--- src/rtl/pesp_pkg.sv ---
// Shared types for the program/erase status polling unit.
package pesp_pkg;
    // Kind of internal operation the unit is timing.
    typedef enum logic {
        OP_PROGRAM = 1'b0,
        OP_ERASE   = 1'b1
    } op_kind_e;
endpackage

--- src/rtl/pesp_busy_timer.sv ---
// Busy timer: stands in for the internal operation timer.
// Accepts a start only while idle, loads a per-kind cycle count, keeps busy
// high for exactly that many cycles and emits a one-cycle done strobe.
// Assumes PROG_CYCLES and ERASE_CYCLES are at least 1 and fit in CNT_W bits.
module pesp_busy_timer
    import pesp_pkg::*;
#(
    parameter int PROG_CYCLES  = 12,
    parameter int ERASE_CYCLES = 40,
    parameter int CNT_W        = 6
) (
    input  logic     clk,
    input  logic     rst_n,
    input  logic     start_i,
    input  op_kind_e op_i,
    output logic     accept_o,
    output logic     busy_o,
    output logic     done_o
);
    localparam logic [CNT_W-1:0] PROG_LOAD  = CNT_W'(PROG_CYCLES - 1);
    localparam logic [CNT_W-1:0] ERASE_LOAD = CNT_W'(ERASE_CYCLES - 1);

    logic             busy_q;
    logic             done_q;
    logic [CNT_W-1:0] cnt_q;

    // A start counts only when no operation is running.
    assign accept_o = start_i && !busy_q;

    // Count down the remaining busy cycles and flag the end.
    always_ff @(posedge clk) begin
        if (!rst_n) begin
            busy_q <= 1'b0;
            done_q <= 1'b0;
            cnt_q  <= '0;
        end else begin
            done_q <= 1'b0;
            if (accept_o) begin
                busy_q <= 1'b1;
                cnt_q  <= (op_i == OP_ERASE) ? ERASE_LOAD : PROG_LOAD;
            end else if (busy_q) begin
                if (cnt_q == '0) begin
                    busy_q <= 1'b0;
                    done_q <= 1'b1;
                end else begin
                    cnt_q <= cnt_q - 1'b1;
                end
            end
        end
    end

    assign busy_o = busy_q;
    assign done_o = done_q;


    no_reload_while_busy_chk: assert property (@(posedge clk) disable iff (!rst_n)
        (busy_q && cnt_q != '0) |=> (busy_q && cnt_q == $past(cnt_q) - 1'b1));


    busy_end_strobe_chk: assert property (@(posedge clk) disable iff (!rst_n)
        $fell(busy_q) |-> done_q);
endmodule

--- src/rtl/pesp_commit_latch.sv ---
// Operation context latch: on an accepted start it keeps the operation kind,
// the top bit of the loaded byte and the merged program result. Programming
// can only clear bits, so the result is old AND new; an erase yields all ones.
// Assumes old_i carries the target byte's current value at the start edge.
module pesp_commit_latch
    import pesp_pkg::*;
#(
    parameter int DATA_W = 8
) (
    input  logic              clk,
    input  logic              rst_n,
    input  logic              accept_i,
    input  op_kind_e          op_i,
    input  logic [DATA_W-1:0] load_i,
    input  logic [DATA_W-1:0] old_i,
    output op_kind_e          op_q_o,
    output logic              load_msb_o,
    output logic [DATA_W-1:0] commit_data_o
);
    op_kind_e          op_q;
    logic              msb_q;
    logic [DATA_W-1:0] merged_q;

    // Capture the context of an accepted operation; hold it otherwise.
    always_ff @(posedge clk) begin
        if (!rst_n) begin
            op_q     <= OP_PROGRAM;
            msb_q    <= 1'b0;
            merged_q <= '1;
        end else if (accept_i) begin
            op_q     <= op_i;
            msb_q    <= load_i[DATA_W-1];
            merged_q <= old_i & load_i;
        end
    end

    assign op_q_o        = op_q;
    assign load_msb_o    = msb_q;
    assign commit_data_o = (op_q == OP_ERASE) ? '1 : merged_q;


    ctx_hold_chk: assert property (@(posedge clk) disable iff (!rst_n)
        !accept_i |=> (op_q == $past(op_q) && msb_q == $past(msb_q)));
endmodule

--- src/rtl/pesp_read_status.sv ---
// Read formatter: registers one result per read strobe. While busy it builds
// the status byte (polling bit on top, toggle bit below it, zeros beneath);
// while idle it forwards array data. Toggle is cleared on every accepted
// start and flips once per busy read. Assumes DATA_W is at least 3.
module pesp_read_status
    import pesp_pkg::*;
#(
    parameter int DATA_W = 8
) (
    input  logic              clk,
    input  logic              rst_n,
    input  logic              rd_i,
    input  logic              busy_i,
    input  logic              accept_i,
    input  op_kind_e          op_i,
    input  logic              load_msb_i,
    input  logic [DATA_W-1:0] array_i,
    output logic              rd_valid_o,
    output logic [DATA_W-1:0] rd_data_o
);
    localparam int POLL_BIT = DATA_W - 1;
    localparam int TGL_BIT  = DATA_W - 2;

    logic              toggle_q;
    logic              valid_q;
    logic [DATA_W-1:0] data_q;
    logic              poll_bit;
    logic [DATA_W-1:0] status_byte;

    // Polling bit: inverted loaded MSB during program, 0 during erase.
    assign poll_bit = (op_i == OP_ERASE) ? 1'b0 : !load_msb_i;

    // Assemble the busy status byte from the polling and next toggle values.
    always_comb begin
        status_byte           = '0;
        status_byte[POLL_BIT] = poll_bit;
        status_byte[TGL_BIT]  = !toggle_q;
    end

    // Toggle state: cleared at start, advanced by each busy read.
    always_ff @(posedge clk) begin
        if (!rst_n) begin
            toggle_q <= 1'b0;
        end else if (accept_i) begin
            toggle_q <= 1'b0;
        end else if (rd_i && busy_i) begin
            toggle_q <= !toggle_q;
        end
    end

    // Register the read result and its valid flag.
    always_ff @(posedge clk) begin
        if (!rst_n) begin
            valid_q <= 1'b0;
            data_q  <= '0;
        end else begin
            valid_q <= rd_i;
            if (rd_i) begin
                data_q <= busy_i ? status_byte : array_i;
            end
        end
    end

    assign rd_valid_o = valid_q;
    assign rd_data_o  = data_q;


    prog_poll_chk: assert property (@(posedge clk) disable iff (!rst_n)
        (rd_i && busy_i && op_i == OP_PROGRAM) |=> (rd_data_o[POLL_BIT] == !$past(load_msb_i)));


    erase_poll_chk: assert property (@(posedge clk) disable iff (!rst_n)
        (rd_i && busy_i && op_i == OP_ERASE) |=> (rd_data_o[POLL_BIT] == 1'b0));


    status_low_zero_chk: assert property (@(posedge clk) disable iff (!rst_n)
        (rd_i && busy_i) |=> (rd_data_o[TGL_BIT-1:0] == '0));


    idle_pass_chk: assert property (@(posedge clk) disable iff (!rst_n)
        (rd_i && !busy_i) |=> (rd_valid_o && rd_data_o == $past(array_i)));
endmodule

--- src/rtl/pesp_poll_unit.sv ---
// Program/erase status polling unit, top level.
// Ties the busy timer, the operation context latch and the read formatter.
// Assumes the caller presents the target byte on array_data_i with start_i
// and the addressed byte with rd_i; command decoding and cell driving are
// handled elsewhere.
module pesp_poll_unit
    import pesp_pkg::*;
#(
    parameter int DATA_W       = 8,
    parameter int PROG_CYCLES  = 12,
    parameter int ERASE_CYCLES = 40
) (
    input  logic              clk,
    input  logic              rst_n,
    input  logic              start_i,
    input  logic              op_erase_i,
    input  logic [DATA_W-1:0] load_data_i,
    input  logic              rd_i,
    input  logic [DATA_W-1:0] array_data_i,
    output logic [DATA_W-1:0] rd_data_o,
    output logic              rd_valid_o,
    output logic              busy_o,
    output logic              done_o,
    output logic [DATA_W-1:0] commit_data_o
);
    localparam int MAX_CYCLES = (PROG_CYCLES > ERASE_CYCLES) ? PROG_CYCLES : ERASE_CYCLES;
    localparam int CNT_W      = $clog2(MAX_CYCLES + 1);

    op_kind_e op_in;
    op_kind_e op_run;
    logic     accept;
    logic     busy;
    logic     done;
    logic     load_msb;

    assign op_in = op_erase_i ? OP_ERASE : OP_PROGRAM;

    pesp_busy_timer #(
        .PROG_CYCLES (PROG_CYCLES),
        .ERASE_CYCLES(ERASE_CYCLES),
        .CNT_W       (CNT_W)
    ) i_timer (
        .clk     (clk),
        .rst_n   (rst_n),
        .start_i (start_i),
        .op_i    (op_in),
        .accept_o(accept),
        .busy_o  (busy),
        .done_o  (done)
    );

    pesp_commit_latch #(
        .DATA_W(DATA_W)
    ) i_ctx (
        .clk          (clk),
        .rst_n        (rst_n),
        .accept_i     (accept),
        .op_i         (op_in),
        .load_i       (load_data_i),
        .old_i        (array_data_i),
        .op_q_o       (op_run),
        .load_msb_o   (load_msb),
        .commit_data_o(commit_data_o)
    );

    pesp_read_status #(
        .DATA_W(DATA_W)
    ) i_rd (
        .clk       (clk),
        .rst_n     (rst_n),
        .rd_i      (rd_i),
        .busy_i    (busy),
        .accept_i  (accept),
        .op_i      (op_run),
        .load_msb_i(load_msb),
        .array_i   (array_data_i),
        .rd_valid_o(rd_valid_o),
        .rd_data_o (rd_data_o)
    );

    assign busy_o = busy;
    assign done_o = done;


    done_single_pulse_chk: assert property (@(posedge clk) disable iff (!rst_n)
        done_o |=> !done_o);


    done_when_idle_chk: assert property (@(posedge clk) disable iff (!rst_n)
        done_o |-> !busy_o);


    start_sets_busy_chk: assert property (@(posedge clk) disable iff (!rst_n)
        (start_i && !busy_o) |=> busy_o);
endmodule

--- config.mk ---
export PLATFORM = sky130hd
export DESIGN_NAME = pesp_poll_unit
export DESIGN_NICKNAME = d
export VERILOG_FILES = /design/src/rtl/pesp_pkg.sv /design/src/rtl/pesp_busy_timer.sv /design/src/rtl/pesp_commit_latch.sv /design/src/rtl/pesp_read_status.sv /design/src/rtl/pesp_poll_unit.sv
export SDC_FILE = /design/constraint.sdc
export NUM_CORES = 1
export LEC_CHECK = 0
export ABC_CLOCK_PERIOD_IN_PS = 1400
export BUFFER_PORTS_ARGS = -buffer_cell sky130_fd_sc_hd__buf_2
export CORE_MARGIN = 2
export CORE_UTILIZATION = 44
export CTS_CLUSTER_SIZE = 40
export DETAILED_ROUTE_END_ITERATION = 8
export GPL_TIMING_DRIVEN = 0
export PLACE_DENSITY = 0.8
export SYNTH_ARGS = -nofsm -noshare
export SYNTH_HDL_FRONTEND = slang
export SYNTH_SLANG_ARGS = --single-unit
export TNS_END_PERCENT = 50
--- constraint.sdc ---
create_clock -name clk -period 1.4 [get_ports clk]
set_input_delay 0.07 -clock clk [delete_from_list [all_inputs] [get_ports clk]]
set_output_delay 0.07 -clock clk [all_outputs]
set_load 0.005 [all_outputs]
==> results.ini, run 1 <==
[sta]
hold_viol_final = 0
fin_crit_ns = 1.52
grt_setup_unrepaired = yes
finalSetupTns_ns = -0.213
setup_viol = 3
timing.final.crit_share = 1.08
setup_ws_ns = -0.119
relSlewSlack = 0.722
final.setup_skew_ns = 0.00718
worst_pin_slew_ns = 0.411
hold_ws_ns = 0.00739
slew_violations = 0
timing.fmax_mhz = 659

[synth]
avgSynthCellArea_sq_um = 8.44
synth_top_cell_area_share = 0.452
synth.cells.most_frequent = 28 x dfxtp_1, 22 x nand2_1, 12 x a21oi_1, 10 x nor2_1
synthTopCellsByArea = dfxtp_1 45%, nand2_1 6.7%, a21oi_1 4.8%, o211ai_1 4.8%, or2_2 4.0%
yosys_warnings = 0
synth_most_common_cell = dfxtp_1
ys_seq_area_frac = 0.452
synth-seq-cells = 28
synth_ff_type = dfxtp_1
syn_inst = 147
synth-edff-count = 0
syn-num-nets = 170
synth.largest_area_cell = dfxtp_1
syn_area_sq_um = 1240
ys_async_sr_fraction = 0
ys_types = 36

[run_status]
violations = setup timing
status = finished with violations

[floorplanning]
rows = 19
start_util = 0.458
fp.dieArea_sq_um = 3260
core-area_sq_um = 2710
pin_count = 40
die_w_um = 57.1
die_y_um = 57.1

[route]
firstDrtPassIters = 4
avgRoutedWirePerCell_um = 15.1
routed_wl_um = 3510
vias_per_cell = 5.55
drt_iter0_markers = 37
drcViolationCount = 0
num_vias = 1292
antenna_left = 0

[finish]
drive_above_1_share = 0.386
fillers = 215
syn_to_final_growth_pct = 40.8
stdcell_area_sq_um = 1750
nNetsFinal = 226
diodes = 0

[cts]
cts_sinks = 28
cts_buffers = 3
cts_root_buf = clkbuf_4
clockBufferDepth = 2
ctsHtreeMaxLevel = 1
clock_latency_ns = 0.34
path_clk_slew_ns = 0.15
cts_tree = built

[placed_design]
port_buffers = 38
dpl.hpwl_um = 2180
placed_area_sq_um = 1480
place.gp.congestion = 0.896
place_ws_ns = -0.282

[power]
power_frac_seq = 0.481
p_leak_nw = 0.755
intPower_w = 0.00141
power.density_nw_per_um2 = 1120
power_frac_clock = 0.274
vdd_drop_max_mv = 0.768
switchingPower_w = 0.000545
swShare = 0.278
combPwrFrac = 0.245

[critical_path]
required_ns = 1.68
r2r_start = i_timer.cnt_q[0]$_SDFFE_PN0P_
worstPathArrival_ns = 1.79
crit_fanout = 4
cp-startpoint = i_timer.cnt_q[0]$_SDFFE_PN0P_
end_kind = flop
startpoint_type = flop
critPathKind = flop to flop

[flow_run]
cap_violations = 0

[global_routing]
first_global_vias = 1249
gr-usage-all-layers = 0.219
grt_max_degree = 17
antenna_found_initial = 0
grt_pass1_wl_um = 5600
grt_overflow = 0

[min_path]
min_from = array_data_i[0]
hold_path.class = primary input to flop

-- power by group through the flow --
stage	combinational, W	clock [W]	sequential, W
final	0.000480	0.000536	0.000942
after global routing	0.000524	0.000567	0.000951
after CTS	0.000429	0.000543	0.000924
after detailed placement	0.000371	0	0.000933
after global placement	0.000359	0	0.000929
after floorplan	0.000249	0	0.000922
-- worst paths after layout --
path	endpoint	slack [ns]	cells past startpoint
worst max register to register	i_timer.cnt_q[5]$_SDFFE_PN0P_	-0.12	3
worst min register to register	i_rd.rd_data_o[0]$_SDFFE_PN0P_	0.48	2
worst min-delay path	i_rd.rd_data_o[0]$_SDFFE_PN0P_	0.007	3
worst max-delay path	i_timer.cnt_q[5]$_SDFFE_PN0P_	-0.12	3
-- cell type report --
cell class,instances,area (sq um),area share
multi-input combinational,105,699,0.400
sequential,28,571,0.326
timing repair buffer,53,333,0.190
tap,31,38.8,0.0222
clock inverter,1,30.0,0.0172
buffer,6,28.8,0.0165
inverter,6,25.0,0.0143
clock buffer,3,22.5,0.0129
-- logic make-up (layout without fill, tap and decap cells) --
family                     Yosys count  after routing  share of synthesized area
buffers and inverters               14             69                     0.0484
and+or+nand+nor                     69             69                      0.294
DFF                                 28             28                      0.452
AOI/OAI and AO/OA                   32             32                      0.168
muxes                                2              2                     0.0171
adders and majority gates            2              2                     0.0202
-- layer usage --
metal	part of all wire	vias up	wire length, um	track usage
li1	-	620	-	-
met1	0.40	611	1420	0.277
met2	0.50	44	1760	0.360
met3	0.043	17	151	0.0272
met4	0.050	0	176	0.126
met5	0	-	0	0
-- worst max-delay path: stages (launching register included) --
cell,delay [ns]
dfxtp_4,0.39
or4_4,0.54
or4_1,0.40
a31oi_1,0.13
-- repair_timing --
item / in CTS / in global routing
endpoints found under the setup margin: 18 / 19
gates resized for setup: 14 / 16
pin swaps: 2 / 2
setup buffers: 1 / 2
hold endpoints to repair: 12 / 0
hold buffers: 12 / 0
-- placed cells by master (no fill, tap or decap), types with 4 or more instances in the layout --
cell type	netlist	layout
buf_2	0	38
dfxtp_1	28	24
clkbuf_4	0	4
nor2b_1	7	7
nand3_1	4	4
nand2_1	22	22
nor2_1	10	10
or2_2	8	8
o211ai_1	8	8
dlygate4sd3_1	0	12
a21oi_1	12	10
nand2b_1	4	4
-- flip-flops by register name, indices dropped and copies added (netlist names) --
register,flops
i_ctx.merged_q,8
i_rd.rd_data_o,8
i_timer.cnt_q,6
i_ctx.load_msb_o,1
i_ctx.op_q_o,1
i_rd.rd_valid_o,1
i_rd.toggle_q,1
i_timer.busy_o,1
i_timer.done_o,1
-- stage by stage --
step / total power, W / utilization / cells
detailed placement: 0.00130 / 0.545 / 216
finish: 0.00196 / 0.645 / 233
floorplan: 0.00117 / - / 147
global route: 0.00204 / 0.645 / 233
global placement: 0.00129 / 0.545 / 216
CTS: 0.00190 / 0.626 / 233
No activity file was read; power rests on OpenSTA's default activity.
==> inputs of run 2 (changes only) <==
--- a/config.mk
+++ b/config.mk
@@ -8,12 +8,13 @@
 export ABC_CLOCK_PERIOD_IN_PS = 1400
 export BUFFER_PORTS_ARGS = -buffer_cell sky130_fd_sc_hd__buf_2
 export CORE_MARGIN = 2
-export CORE_UTILIZATION = 44
+export CORE_UTILIZATION = 40
 export CTS_CLUSTER_SIZE = 40
 export DETAILED_ROUTE_END_ITERATION = 8
 export GPL_TIMING_DRIVEN = 0
-export PLACE_DENSITY = 0.8
+export PLACE_DENSITY = 0.74
 export SYNTH_ARGS = -nofsm -noshare
 export SYNTH_HDL_FRONTEND = slang
+export SYNTH_HIERARCHICAL = 1
 export SYNTH_SLANG_ARGS = --single-unit
 export TNS_END_PERCENT = 50
==> results.ini, run 2 <==
[global_routing]
antenna_found_initial = 0
busiest_layer = met2
first_global_vias = 1161
grt_pass1_wl_um = 5020
grt_max_degree = 16
use_met2 = 0.326
use_met3 = 0.0290
met1_usage = 0.204
grt_overflow = 0
gr-usage-all-layers = 0.181

[critical_path]
r2r_cells = 5
reg2reg_to = i_timer/cnt_q[1]$_SDFFE_PN0P_
required_ns = 1.61
r2r_start = i_timer/cnt_q[1]$_SDFFE_PN0P_
worstPathArrival_ns = 1.69
startpoint_type = flop
critPathKind = flop to flop
cp-startpoint = i_timer/cnt_q[1]$_SDFFE_PN0P_
crit_end = i_timer/cnt_q[1]$_SDFFE_PN0P_
crit_fanout = 3
reg2reg_slack_ns = -0.08
end_kind = flop

[synth]
syn-num-nets = 165
syn_area_sq_um = 1330
synth.largest_area_cell = dfxtp_1
syn_inst = 142
ys_types = 42
avgSynthCellArea_sq_um = 9.38
synth-seq-cells = 28
synthTopCellsByArea = dfxtp_1 42%, nand3_1 6.8%, nand2b_1 5.6%, nand3b_1 3.9%, or2_2 3.8%
synth.cells.most_frequent = 28 x dfxtp_1, 18 x nand3_1, 12 x nand2b_1, 8 x or2_2, 7 x nand3b_1
ys_seq_area_frac = 0.421
synth-edff-count = 0
yosys_warnings = 6
synth_most_common_cell = dfxtp_1
synth_ff_type = dfxtp_1
ys_async_sr_fraction = 0
synth_top_cell_area_share = 0.421

[finish]
fillers = 281
nNetsFinal = 225
diodes = 0
layout_commonest_cell = buf_2
drive_above_1_share = 0.408
layout_common_cells = 39 x buf_2, 25 x dfxtp_1, 18 x nand3_1
syn_to_final_growth_pct = 36.2

[cts]
path_clk_slew_ns = 0.14
cts_buffers = 3
cts_root_buf = clkbuf_4
cts_sinks = 28
cts_tree = built
ctsHtreeMaxLevel = 1
clock_latency_ns = 0.32
clockBufferDepth = 2

[route]
routed_wl_um = 3340
firstDrtPassIters = 4
vias_per_cell = 5.17
drt_iter0_markers = 44
antenna_left = 0
drcViolationCount = 0
num_vias = 1267
avgRoutedWirePerCell_um = 13.6

[floorplanning]
core-area_sq_um = 3100
rows = 20
die_w_um = 61.7
fp.dieArea_sq_um = 3810
die_y_um = 61.7
start_util = 0.429
pin_count = 40

[power]
power.density_nw_per_um2 = 1000
power_w = 0.00182
p_leak_nw = 0.774
vdd_drop_max_mv = 0.628

[placed_design]
port_buffers = 38
place_ws_ns = -0.143
dpl.hpwl_um = 2300
place.gp.congestion = 0.941

[flow_run]
cap_violations = 0

[sta]
hold_viol_final = 0
hold_ws_ns = 0.0104
worst_pin_slew_ns = 0.398
finalSetupTns_ns = -0.172
final.setup_skew_ns = 0.00128
setup_viol = 4
slew_violations = 0
grt_setup_unrepaired = yes
timing.fmax_mhz = 674
timing.final.crit_share = 1.06
relSlewSlack = 0.732
setup_ws_ns = -0.0843
fin_crit_ns = 1.48

[min_path]
hold_path.class = primary input to flop

[run_status]
status = finished with violations
violations = setup timing

[run 2: report_power, final]
part	switching [W]	internal, W
logic	0.000226	0.000273
clock network	0.000228	0.000159
registers	0.0000660	0.000868
[run 2: worst max-delay path, stage by stage (launching register included)]
cell      delay (ns)
dfxtp_2         0.36
inv_4           0.07
ha_4            0.13
or3b_4          0.40
o31ai_4         0.26
a311oi_2        0.14
[run 2: final cells by class]
cell class / count / area (sq um) / share of cell area
Multi-Input combinational cell: 103 / 734 / 0.405
Sequential cell: 28 / 567 / 0.313
Timing Repair Buffer: 55 / 345 / 0.190
Tap cell: 44 / 55.1 / 0.0304
Buffer: 6 / 51.3 / 0.0283
Clock buffer: 4 / 36.3 / 0.0200
Inverter: 5 / 23.8 / 0.0131
[run 2: through the flow]
stage                     cells  utilization  cell area (sq um)
final                       245        0.584               1810
after global routing        245        0.584               1810
after CTS                   242        0.573               1780
after detailed placement    224        0.511               1590
after global placement      224        0.511               1590
after floorplan             142            -               1340
[run 2: repair_timing]
item / in CTS / in global routing
buffers inserted: 5 / 1
resized for setup: 8 / 1
pin swaps: 5 / 2
setup endpoints to repair: 14 / 5
hold buffers: 9 / 2
endpoints found under the hold margin: 9 / 2
[run 2: kinds of logic (layout without fill, tap and decap cells)]
| group | after synthesis | after routing | synth area share |
|---|---|---|---|
| mux | 3 | 3 | 0.0226 |
| fa+ha+maj | 2 | 2 | 0.0188 |
| flops | 28 | 28 | 0.421 |
| compound gates | 27 | 27 | 0.139 |
| simple gates | 71 | 71 | 0.346 |
| buf+inv | 11 | 70 | 0.0526 |
[run 2: worst min path at each step]
| stage | from | depth (start not counted) | to |
|---|---|---|---|
| after detailed placement | load_data_i[1] | 3 | i_ctx/merged_q[1]$_SDFFE_PN1P_ |
| final | load_data_i[7] | 3 | i_ctx/merged_q[7]$_SDFFE_PN1P_ |
| after global placement | load_data_i[3] | 3 | i_ctx/merged_q[3]$_SDFFE_PN1P_ |
| after CTS | array_data_i[1] | 3 | i_rd/rd_data_o[1]$_SDFFE_PN0P_ |
| after floorplan | rst_n | 1 | i_rd/rd_valid_o$_SDFF_PN0_ |
| after global routing | array_data_i[7] | 3 | i_rd/rd_data_o[7]$_SDFFE_PN0P_ |
[run 2: per-layer routing]
metal  part of all wire  vias to the layer above
li1                   -                      617
met1               0.42                      574
met2               0.50                       66
met3              0.059                       10
met4              0.022                        0
met5                  0                        -
